<file path="src/rtl/lrt_pkg.sv">
// Shared encodings for the line request tracker.
// Assumes: op and issue codes are fixed by the interface to the front end
// and to the cache controller.
package lrt_pkg;
    typedef enum logic [2:0] {
        OP_LOAD    = 3'd0,
        OP_IFETCH  = 3'd1,
        OP_STORE   = 3'd2,
        OP_FLUSH   = 3'd3,
        OP_LL      = 3'd4,
        OP_SC      = 3'd5,
        OP_LOCK_RD = 3'd6,
        OP_LOCK_WR = 3'd7
    } cpu_op_e;

    typedef enum logic [2:0] {
        IT_LOAD   = 3'd0,
        IT_IFETCH = 3'd1,
        IT_STORE  = 3'd2,
        IT_FLUSH  = 3'd3,
        IT_ATOMIC = 3'd4
    } issue_type_e;
endpackage

</file>
<file path="src/rtl/lrt_classify.sv">
// Maps a CPU operation to its tracking class and to the type sent to the cache.
// Assumes: purely combinational; store_chk only qualifies plain loads.
module lrt_classify
    import lrt_pkg::*;
(
    input  logic [2:0] op,
    input  logic       store_chk,
    output logic       is_write,
    output logic [2:0] itype
);
    // decode class and issued type from the op code
    always_comb begin
        is_write = 1'b1;
        itype    = IT_STORE;
        case (cpu_op_e'(op))
            OP_LOAD: begin
                is_write = store_chk;
                itype    = store_chk ? IT_STORE : IT_LOAD;
            end
            OP_IFETCH: begin
                is_write = 1'b0;
                itype    = IT_IFETCH;
            end
            OP_STORE:   itype = IT_STORE;
            OP_FLUSH:   itype = IT_FLUSH;
            OP_LL:      itype = IT_ATOMIC;
            OP_SC:      itype = IT_ATOMIC;
            OP_LOCK_RD: itype = IT_STORE;
            OP_LOCK_WR: itype = IT_STORE;
            default:    itype = IT_STORE;
        endcase
    end
endmodule

</file>
<file path="src/rtl/lrt_table.sv">
// Fully associative table of outstanding lines with issue timestamps.
// Assumes: the caller inserts only lines that miss (look_hit = 0) and only when
// a slot is free; insertion and removal may share a cycle on different slots.
module lrt_table #(
    parameter int LINE_W  = 26,
    parameter int ENTRIES = 8,
    parameter int TS_W    = 16,
    localparam int IDX_W  = (ENTRIES > 1) ? $clog2(ENTRIES) : 1,
    localparam int OCC_W  = $clog2(ENTRIES + 1)
) (
    input  logic              clk,
    input  logic              rst_n,
    input  logic [LINE_W-1:0] look_line,
    output logic              look_hit,
    input  logic              ins_en,
    input  logic [TS_W-1:0]   ins_stamp,
    input  logic              rm_en,
    input  logic [LINE_W-1:0] rm_line,
    output logic              rm_hit,
    output logic [TS_W-1:0]   rm_stamp,
    output logic [OCC_W-1:0]  occ
);
    logic [ENTRIES-1:0] valid_q;
    logic [LINE_W-1:0]  line_q  [ENTRIES];
    logic [TS_W-1:0]    stamp_q [ENTRIES];
    logic [ENTRIES-1:0] look_match;
    logic [ENTRIES-1:0] rm_match;
    logic [IDX_W-1:0]   free_idx;
    logic               has_free;

    // per-slot comparators for lookup and removal
    for (genvar g = 0; g < ENTRIES; g++) begin : g_cmp
        assign look_match[g] = valid_q[g] && (line_q[g] == look_line);
        assign rm_match[g]   = valid_q[g] && (line_q[g] == rm_line);
    end

    assign look_hit = |look_match;
    assign rm_hit   = |rm_match;

    // lowest free slot, stamp of the removed entry and occupancy
    always_comb begin
        free_idx = '0;
        has_free = 1'b0;
        rm_stamp = '0;
        occ      = '0;
        for (int i = ENTRIES - 1; i >= 0; i--) begin
            if (!valid_q[i]) begin
                free_idx = IDX_W'(i);
                has_free = 1'b1;
            end
        end
        for (int i = 0; i < ENTRIES; i++) begin
            if (rm_match[i]) rm_stamp = rm_stamp | stamp_q[i];
            occ = occ + OCC_W'(valid_q[i]);
        end
    end

    // slot state: clear on matched removal, fill the free slot on insert
    always_ff @(posedge clk) begin
        if (!rst_n) begin
            valid_q <= '0;
        end else begin
            for (int i = 0; i < ENTRIES; i++) begin
                if (rm_en && rm_match[i]) valid_q[i] <= 1'b0;
                if (ins_en && (free_idx == IDX_W'(i))) begin
                    valid_q[i] <= 1'b1;
                    line_q[i]  <= look_line;
                    stamp_q[i] <= ins_stamp;
                end
            end
        end
    end


    ins_unique_chk: assert property (@(posedge clk) disable iff (!rst_n)
        ins_en |-> !look_hit);


    ins_room_chk: assert property (@(posedge clk) disable iff (!rst_n)
        ins_en |-> has_free);


    one_copy_chk: assert property (@(posedge clk) disable iff (!rst_n)
        $countones(look_match) <= 1);
endmodule

</file>
<file path="src/rtl/line_req_tracker.sv">
// Tracks outstanding CPU memory requests by cache line in separate read and
// write tables, refuses full or aliased requests, and retires completions.
// Assumes: MAX_OUT <= ENTRIES so a table never overflows below the cap.
module line_req_tracker #(
    parameter int ADDR_W   = 32,
    parameter int LINE_OFF = 6,
    parameter int ENTRIES  = 8,
    parameter int MAX_OUT  = 8,
    parameter int CNT_W    = 16,
    parameter int TS_W     = 16,
    localparam int LINE_W  = ADDR_W - LINE_OFF,
    localparam int OCC_W   = $clog2(2 * ENTRIES + 1)
) (
    input  logic              clk,
    input  logic              rst_n,
    input  logic              req_valid,
    input  logic [ADDR_W-1:0] req_addr,
    input  logic [2:0]        req_op,
    input  logic              req_store_chk,
    output logic              req_ready,
    output logic              req_aliased,
    output logic              req_full,
    output logic              issue_valid,
    output logic [LINE_W-1:0] issue_line,
    output logic [2:0]        issue_type,
    output logic              issue_is_write,
    input  logic              rsp_valid,
    input  logic [LINE_W-1:0] rsp_line,
    input  logic              rsp_is_write,
    output logic              rsp_err,
    output logic              done_valid,
    output logic [TS_W-1:0]   done_latency,
    output logic [OCC_W-1:0]  outstanding,
    output logic [CNT_W-1:0]  cnt_st_on_ld,
    output logic [CNT_W-1:0]  cnt_st_on_st,
    output logic [CNT_W-1:0]  cnt_ld_on_st,
    output logic [CNT_W-1:0]  cnt_ld_on_ld
);
    localparam int TOCC_W = $clog2(ENTRIES + 1);

    logic [LINE_W-1:0] req_line;
    logic              is_write;
    logic [2:0]        itype;
    logic              rd_hit, wr_hit, rd_rm_hit, wr_rm_hit;
    logic [TS_W-1:0]   rd_stamp, wr_stamp;
    logic [TOCC_W-1:0] rd_occ, wr_occ;
    logic [OCC_W-1:0]  count_q;
    logic [TS_W-1:0]   cyc_q;
    logic              at_cap, any_hit, accept, rsp_hit, retire;

    assign req_line = req_addr[ADDR_W-1:LINE_OFF];

    lrt_classify u_cls (
        .op        (req_op),
        .store_chk (req_store_chk),
        .is_write  (is_write),
        .itype     (itype)
    );

    lrt_table #(.LINE_W(LINE_W), .ENTRIES(ENTRIES), .TS_W(TS_W)) u_rd_tab (
        .clk       (clk),
        .rst_n     (rst_n),
        .look_line (req_line),
        .look_hit  (rd_hit),
        .ins_en    (accept && !is_write),
        .ins_stamp (cyc_q),
        .rm_en     (rsp_valid && !rsp_is_write),
        .rm_line   (rsp_line),
        .rm_hit    (rd_rm_hit),
        .rm_stamp  (rd_stamp),
        .occ       (rd_occ)
    );

    lrt_table #(.LINE_W(LINE_W), .ENTRIES(ENTRIES), .TS_W(TS_W)) u_wr_tab (
        .clk       (clk),
        .rst_n     (rst_n),
        .look_line (req_line),
        .look_hit  (wr_hit),
        .ins_en    (accept && is_write),
        .ins_stamp (cyc_q),
        .rm_en     (rsp_valid && rsp_is_write),
        .rm_line   (rsp_line),
        .rm_hit    (wr_rm_hit),
        .rm_stamp  (wr_stamp),
        .occ       (wr_occ)
    );

    // admission decision: the cap is checked before aliasing
    always_comb begin
        at_cap      = (count_q >= OCC_W'(MAX_OUT));
        any_hit     = rd_hit || wr_hit;
        req_full    = req_valid && at_cap;
        req_aliased = req_valid && !at_cap && any_hit;
        accept      = req_valid && !at_cap && !any_hit;
        req_ready   = accept;
        rsp_hit     = rsp_is_write ? wr_rm_hit : rd_rm_hit;
        retire      = rsp_valid && rsp_hit;
    end

    // outstanding count, timestamp counter and registered issue/response outputs
    always_ff @(posedge clk) begin
        if (!rst_n) begin
            count_q        <= '0;
            cyc_q          <= '0;
            issue_valid    <= 1'b0;
            issue_line     <= '0;
            issue_type     <= '0;
            issue_is_write <= 1'b0;
            rsp_err        <= 1'b0;
            done_valid     <= 1'b0;
            done_latency   <= '0;
        end else begin
            count_q        <= count_q + OCC_W'(accept) - OCC_W'(retire);
            cyc_q          <= cyc_q + 1'b1;
            issue_valid    <= accept;
            issue_line     <= req_line;
            issue_type     <= itype;
            issue_is_write <= is_write;
            rsp_err        <= rsp_valid && !rsp_hit;
            done_valid     <= retire;
            done_latency   <= cyc_q - (rsp_is_write ? wr_stamp : rd_stamp);
        end
    end

    // stall counters, split by request class and blocking table
    always_ff @(posedge clk) begin
        if (!rst_n) begin
            cnt_st_on_ld <= '0;
            cnt_st_on_st <= '0;
            cnt_ld_on_st <= '0;
            cnt_ld_on_ld <= '0;
        end else if (req_aliased) begin
            if (is_write) begin
                if (rd_hit) cnt_st_on_ld <= cnt_st_on_ld + 1'b1;
                else        cnt_st_on_st <= cnt_st_on_st + 1'b1;
            end else begin
                if (wr_hit) cnt_ld_on_st <= cnt_ld_on_st + 1'b1;
                else        cnt_ld_on_ld <= cnt_ld_on_ld + 1'b1;
            end
        end
    end

    assign outstanding = count_q;


    occ_sum_chk: assert property (@(posedge clk) disable iff (!rst_n)
        count_q == OCC_W'(rd_occ) + OCC_W'(wr_occ));


    cap_chk: assert property (@(posedge clk) disable iff (!rst_n)
        count_q <= OCC_W'(MAX_OUT));


    err_still_chk: assert property (@(posedge clk) disable iff (!rst_n)
        rsp_err |-> count_q == $past(count_q) + OCC_W'($past(req_ready)));


    retire_dec_chk: assert property (@(posedge clk) disable iff (!rst_n)
        done_valid |-> count_q == $past(count_q) + OCC_W'($past(req_ready)) - OCC_W'(1));


    alias_one_ctr_chk: assert property (@(posedge clk) disable iff (!rst_n)
        req_aliased |=> ((cnt_st_on_ld != $past(cnt_st_on_ld)) + (cnt_st_on_st != $past(cnt_st_on_st))
                       + (cnt_ld_on_st != $past(cnt_ld_on_st)) + (cnt_ld_on_ld != $past(cnt_ld_on_ld))) == 1);
endmodule

</file>
<file path="config.mk">
export PLATFORM = sky130hd
export DESIGN_NAME = line_req_tracker
export DESIGN_NICKNAME = d
export VERILOG_FILES = /design/src/rtl/lrt_pkg.sv /design/src/rtl/lrt_classify.sv /design/src/rtl/lrt_table.sv /design/src/rtl/line_req_tracker.sv
export SDC_FILE = /design/constraint.sdc
export NUM_CORES = 2
export LEC_CHECK = 0
export BUFFER_PORTS_ARGS = -buffer_cell sky130_fd_sc_hd__buf_4
export CAP_MARGIN = 20
export CORE_MARGIN = 5
export CORE_UTILIZATION = 55
export DETAILED_ROUTE_END_ITERATION = 7
export PLACE_DENSITY = 0.74
export RECOVER_POWER = 100
export SYNTH_ARGS = -nofsm -noshare
export SYNTH_HDL_FRONTEND = slang
export SYNTH_SLANG_ARGS = --single-unit
</file>
<file path="constraint.sdc">
create_clock -name clk -period 5 [get_ports clk]
set_clock_uncertainty 0.2 [all_clocks]
set_input_delay 1 -clock clk [delete_from_list [all_inputs] [get_ports clk]]
set_output_delay 1 -clock clk [all_outputs]
set_load 0.02 [all_outputs]
</file>
==> reports/qor_table.md <==
| Metric | This run |
| --- | --- |
| Count of synthesis-stage warnings from yosys | 0 |
| Share of final-layout standard cells stronger than drive strength 1 | 16.6% |
| Grt met1 use | 43.8% |
| Post-Place Worst Slack | -0.772 ns |
| Overall global routing resource usage | 32.5% |
| Global-route congestion overflow total | 0 |
| Die Wd | 277 µm |
| Maximum clock path buffer count | 3 |
| Min-delay worst type | flop to flop |
| Finished Core Util | 66.6% |
| Core area | 71100 µm² |
| Total standard cell area after synthesis | 39200 µm² |
| Startpoint-to-endpoint class of the critical path | primary input to primary output |
| Wire length per cell after detailed routing | 28.8 µm |
| Critical path arrival | 3.78 ns |
| Die area | 76800 µm² |
| Final setup margin | 0.0213 ns |
| Final hold violation count | 0 |
| Clock group share of total power | 42.0% |
| Total vias in the final route | 28400 |
| Max Freq | 201 MHz |
| Netlist cell types | 56 |
| Internal cell power | 12.0 mW |
| Post-route total power | 15.9 mW |
| Fraction of synthesis flops using an asynchronous set or reset pin | 0% |
| Final non-filler cell total | 4505 |
| Number of port buffers | 181 |
| Synthesized Nets | 3143 |
| Number of max-capacitance violations reported | 0 |
| Post-Synthesis Cells | 3048 |
| Commonest non-fill, non-tap cell in the layout | sky130_fd_sc_hd__xnor2_1 |
| Static leakage | 15.2 nW |
| Most used flip-flop cell after synthesis | sky130_fd_sc_hd__edfxtp_1 |
| Avg Vias per Cell | 6.30 |
| Clock latency on the worst-skew pair | 0.65 ns |
| Routed Antenna Nets | 0 |
| Number of I/O pins | 188 |
| Post-detailed-route DRC marker count | 0 |
| Avg Synthesized Cell Area | 12.9 µm² |
| Share of power burned in combinational logic | 10.3% |
| GR Layer Usage met3 | 5.36% |
| Wire length of the first global-routing pass | 187000 µm |
| Cell at the root of the clock tree | sky130_fd_sc_hd__clkbuf_16 |
| Crit start category | primary input |
| WHS | 0.272 ns |
| Switching fraction of total power | 24.4% |
| Reg clk slew, reported paths | 0.06 ns |
| Final GP Congestion | 0.986 |
| Number of nets in the layout | 3579 |
| Seq/Total Area, Yosys | 59.1% |
| Maximum VDD drop | 0.379 mV |
| Setup violation total in the final timing report | 0 |
| Area added between synthesis and finish | 20.7% |
| Endpoint kind of the worst setup timing path | primary output |
| Clk sink count | 822 |
| Starting Density | 55.2% |
| Area of the multi-input gates | 15500 µm² |
| Via count of the first global-routing pass | 28000 |
| Busiest layer in global routing | met2 |
| Tightest slew margin relative to the limit | 32.8% |
| Cts-stage hold buffer count | 0 |
| Tcrit/Tclk final | 99.6% |
| Switching power summed over all nets | 3.87 mW |
| Fraction of power consumed by sequential logic | 47.6% |
| Highest-count cells in the layout ignoring fill and taps | sky130_fd_sc_hd__xnor2_1 (719), sky130_fd_sc_hd__edfxtp_1 (672), sky130_fd_sc_hd__nand4_1 (288), sky130_fd_sc_hd__buf_4 (245), sky130_fd_sc_hd__clkbuf_1 (163) |
| Largest fanout on the critical path | 10 |
| DP HPWL | 88700 µm |
| Required time of the critical path | 3.80 ns |
| Run status | finished clean |
| Die boundary height | 277 µm |
| Number of CTS-inserted buffers | 85 |
| Layout fillers | 5312 |
| Area occupied by registers | 23200 µm² |
| Post-layout min period | 4.98 ns |
| Met2 usage in global routing | 52.8% |
| Unrepaired setup endpoints after global routing | yes |
| Deepest level of the CTS H-tree | 3 |
| Initial antenna violation count | 3 |
| Maximum number of pins on one net before global-route repair | 92 |
| Power density over the cells | 335 nW/µm² |
| Number of cells after detailed placement | 4314 |
| Final slew viol count | 0 |
| CTS tree | yes |
| Number of violations reported at the end of detailed-routing iteration 0 | 3705 |
| Slew at the pin closest to its max-slew limit | 1.01 ns |
| Yosys reg bits | 822 |
| Drt pass-1 iters | 7 |
| Row count | 98 |
| Final wirelength | 130000 µm |
| Number of enable flip-flop cells after synthesis | 672 |
| N_diodes | 0 |
worst paths after layout:
| check | slack [ns] | end | start | cells past startpoint |
|---|---|---|---|---|
| hold reg to reg | 0.27 | cnt_st_on_st[15] | cnt_st_on_st[15] | 2 |
| setup reg to reg | 0.19 | done_latency[12] | u_wr_tab.line_q[1][93] | 20 |
| hold / removal | 0.27 | cnt_st_on_st[15] | cnt_st_on_st[15] | 2 |
| setup / recovery | 0.02 | req_ready | req_addr[28] | 11 |
area by class of cell:
type | instances | area share (%)
Sequential cell | 822 | 48.9
Multi-Input combinational cell | 2039 | 32.8
Timing Repair Buffer | 506 | 9.34
Clock buffer | 113 | 5.07
Tap cell | 950 | 2.51
Clock inverter | 45 | 1.12
Inverter | 30 | 0.238
power groups by stage:
stage / logic (mW) / clock network [mW] / registers (mW)
after floorplan: 0.847 / 0 / 7.74
final: 1.64 / 6.67 / 7.56
after CTS: 1.60 / 6.74 / 7.56
after global placement: 1.56 / 0 / 7.70
after global routing: 1.71 / 7.02 / 7.57
after detailed placement: 1.58 / 0 / 7.70
routing by layer:
layer	vias up	routed length [µm]
met5	-	13
met4	2	5830
met3	354	11200
met1	14300	51300
li1	12200	-
met2	1555	61400
synth_stat cells (9+ instances only):
cell type	instances	area share (%)
sky130_fd_sc_hd__a21oi_1	54	0.69
sky130_fd_sc_hd__a221oi_1	19	0.42
sky130_fd_sc_hd__a222oi_1	32	0.82
sky130_fd_sc_hd__a22o_1	20	0.45
sky130_fd_sc_hd__a22oi_1	38	0.73
sky130_fd_sc_hd__and2_1	43	0.69
sky130_fd_sc_hd__and3_1	15	0.24
sky130_fd_sc_hd__buf_2	37	0.47
sky130_fd_sc_hd__buf_4	53	1.0
sky130_fd_sc_hd__buf_6	23	0.66
sky130_fd_sc_hd__clkbuf_1	42	0.40
sky130_fd_sc_hd__dfxtp_1	150	7.7
sky130_fd_sc_hd__edfxtp_1	672	51
sky130_fd_sc_hd__ha_1	26	0.83
sky130_fd_sc_hd__inv_1	30	0.29
sky130_fd_sc_hd__mux2i_1	9	0.23
sky130_fd_sc_hd__nand2_1	113	1.1
sky130_fd_sc_hd__nand3_1	110	1.4
sky130_fd_sc_hd__nand4_1	288	4.6
sky130_fd_sc_hd__nor2_1	94	0.90
sky130_fd_sc_hd__nor3_1	36	0.46
sky130_fd_sc_hd__nor4_1	73	1.2
sky130_fd_sc_hd__nor4_4	10	0.54
sky130_fd_sc_hd__o21ai_0	53	0.68
sky130_fd_sc_hd__or3_1	22	0.35
sky130_fd_sc_hd__or4_1	22	0.42
sky130_fd_sc_hd__xnor2_1	745	17
sky130_fd_sc_hd__xor2_1	142	3.2
cell families (layout without fill, tap and decap cells):
kind of cell    Yosys count  in the layout  share of synthesized area, %
flops                   822            822                          59.1
compound gates          248            248                          4.41
xor+xnor                887            887                          19.8
fa+ha+maj                28             28                         0.931
buf+inv                 187            694                          2.85
mux                       9              9                         0.230
simple gates            867            867                          12.7
sequential cells by signal (all words and copies together), names as in the netlist, 26 cells and up:
signal	count
u_wr_tab.stamp_q	128
issue_line	26
u_rd_tab.line_q	208
u_wr_tab.line_q	208
u_rd_tab.stamp_q	128
critical path, cell delays in order:
cell and delay (ns):
sky130_fd_sc_hd__clkbuf_1 0.43, sky130_fd_sc_hd__buf_4 0.35, sky130_fd_sc_hd__xnor2_1 0.18, sky130_fd_sc_hd__nand3_1 0.11
sky130_fd_sc_hd__nor3_1 0.44, sky130_fd_sc_hd__a22oi_1 0.26, sky130_fd_sc_hd__nand4_1 0.36, sky130_fd_sc_hd__buf_4 0.23
sky130_fd_sc_hd__nor3_1 0.06, sky130_fd_sc_hd__buf_4 0.17, sky130_fd_sc_hd__buf_4 0.15
stage by stage:
| stage | TNS [ns] | instance area (µm²) |
|---|---|---|
| 3_5_place_dp | -5.40 | 44100 |
| 4_1_cts | 0 | 47100 |
| 5_1_grt | -0.238 | 47400 |
| 2_1_floorplan | -47.37 | 39500 |
| 3_3_place_gp | -5.52 | 44100 |
| 6_report | 0 | 47400 |
timing repair:
| action | 4_1_cts | 5_1_grt |
|---|---|---|
| pin swaps | 9 | 36 |
| cloned | 0 | 0 |
| endpoints found under the setup margin | 4 | 4 |
| resized for setup | 16 | 106 |
| setup buffers | 2 | 31 |
No activity file was read; power rests on OpenSTA's default activity.
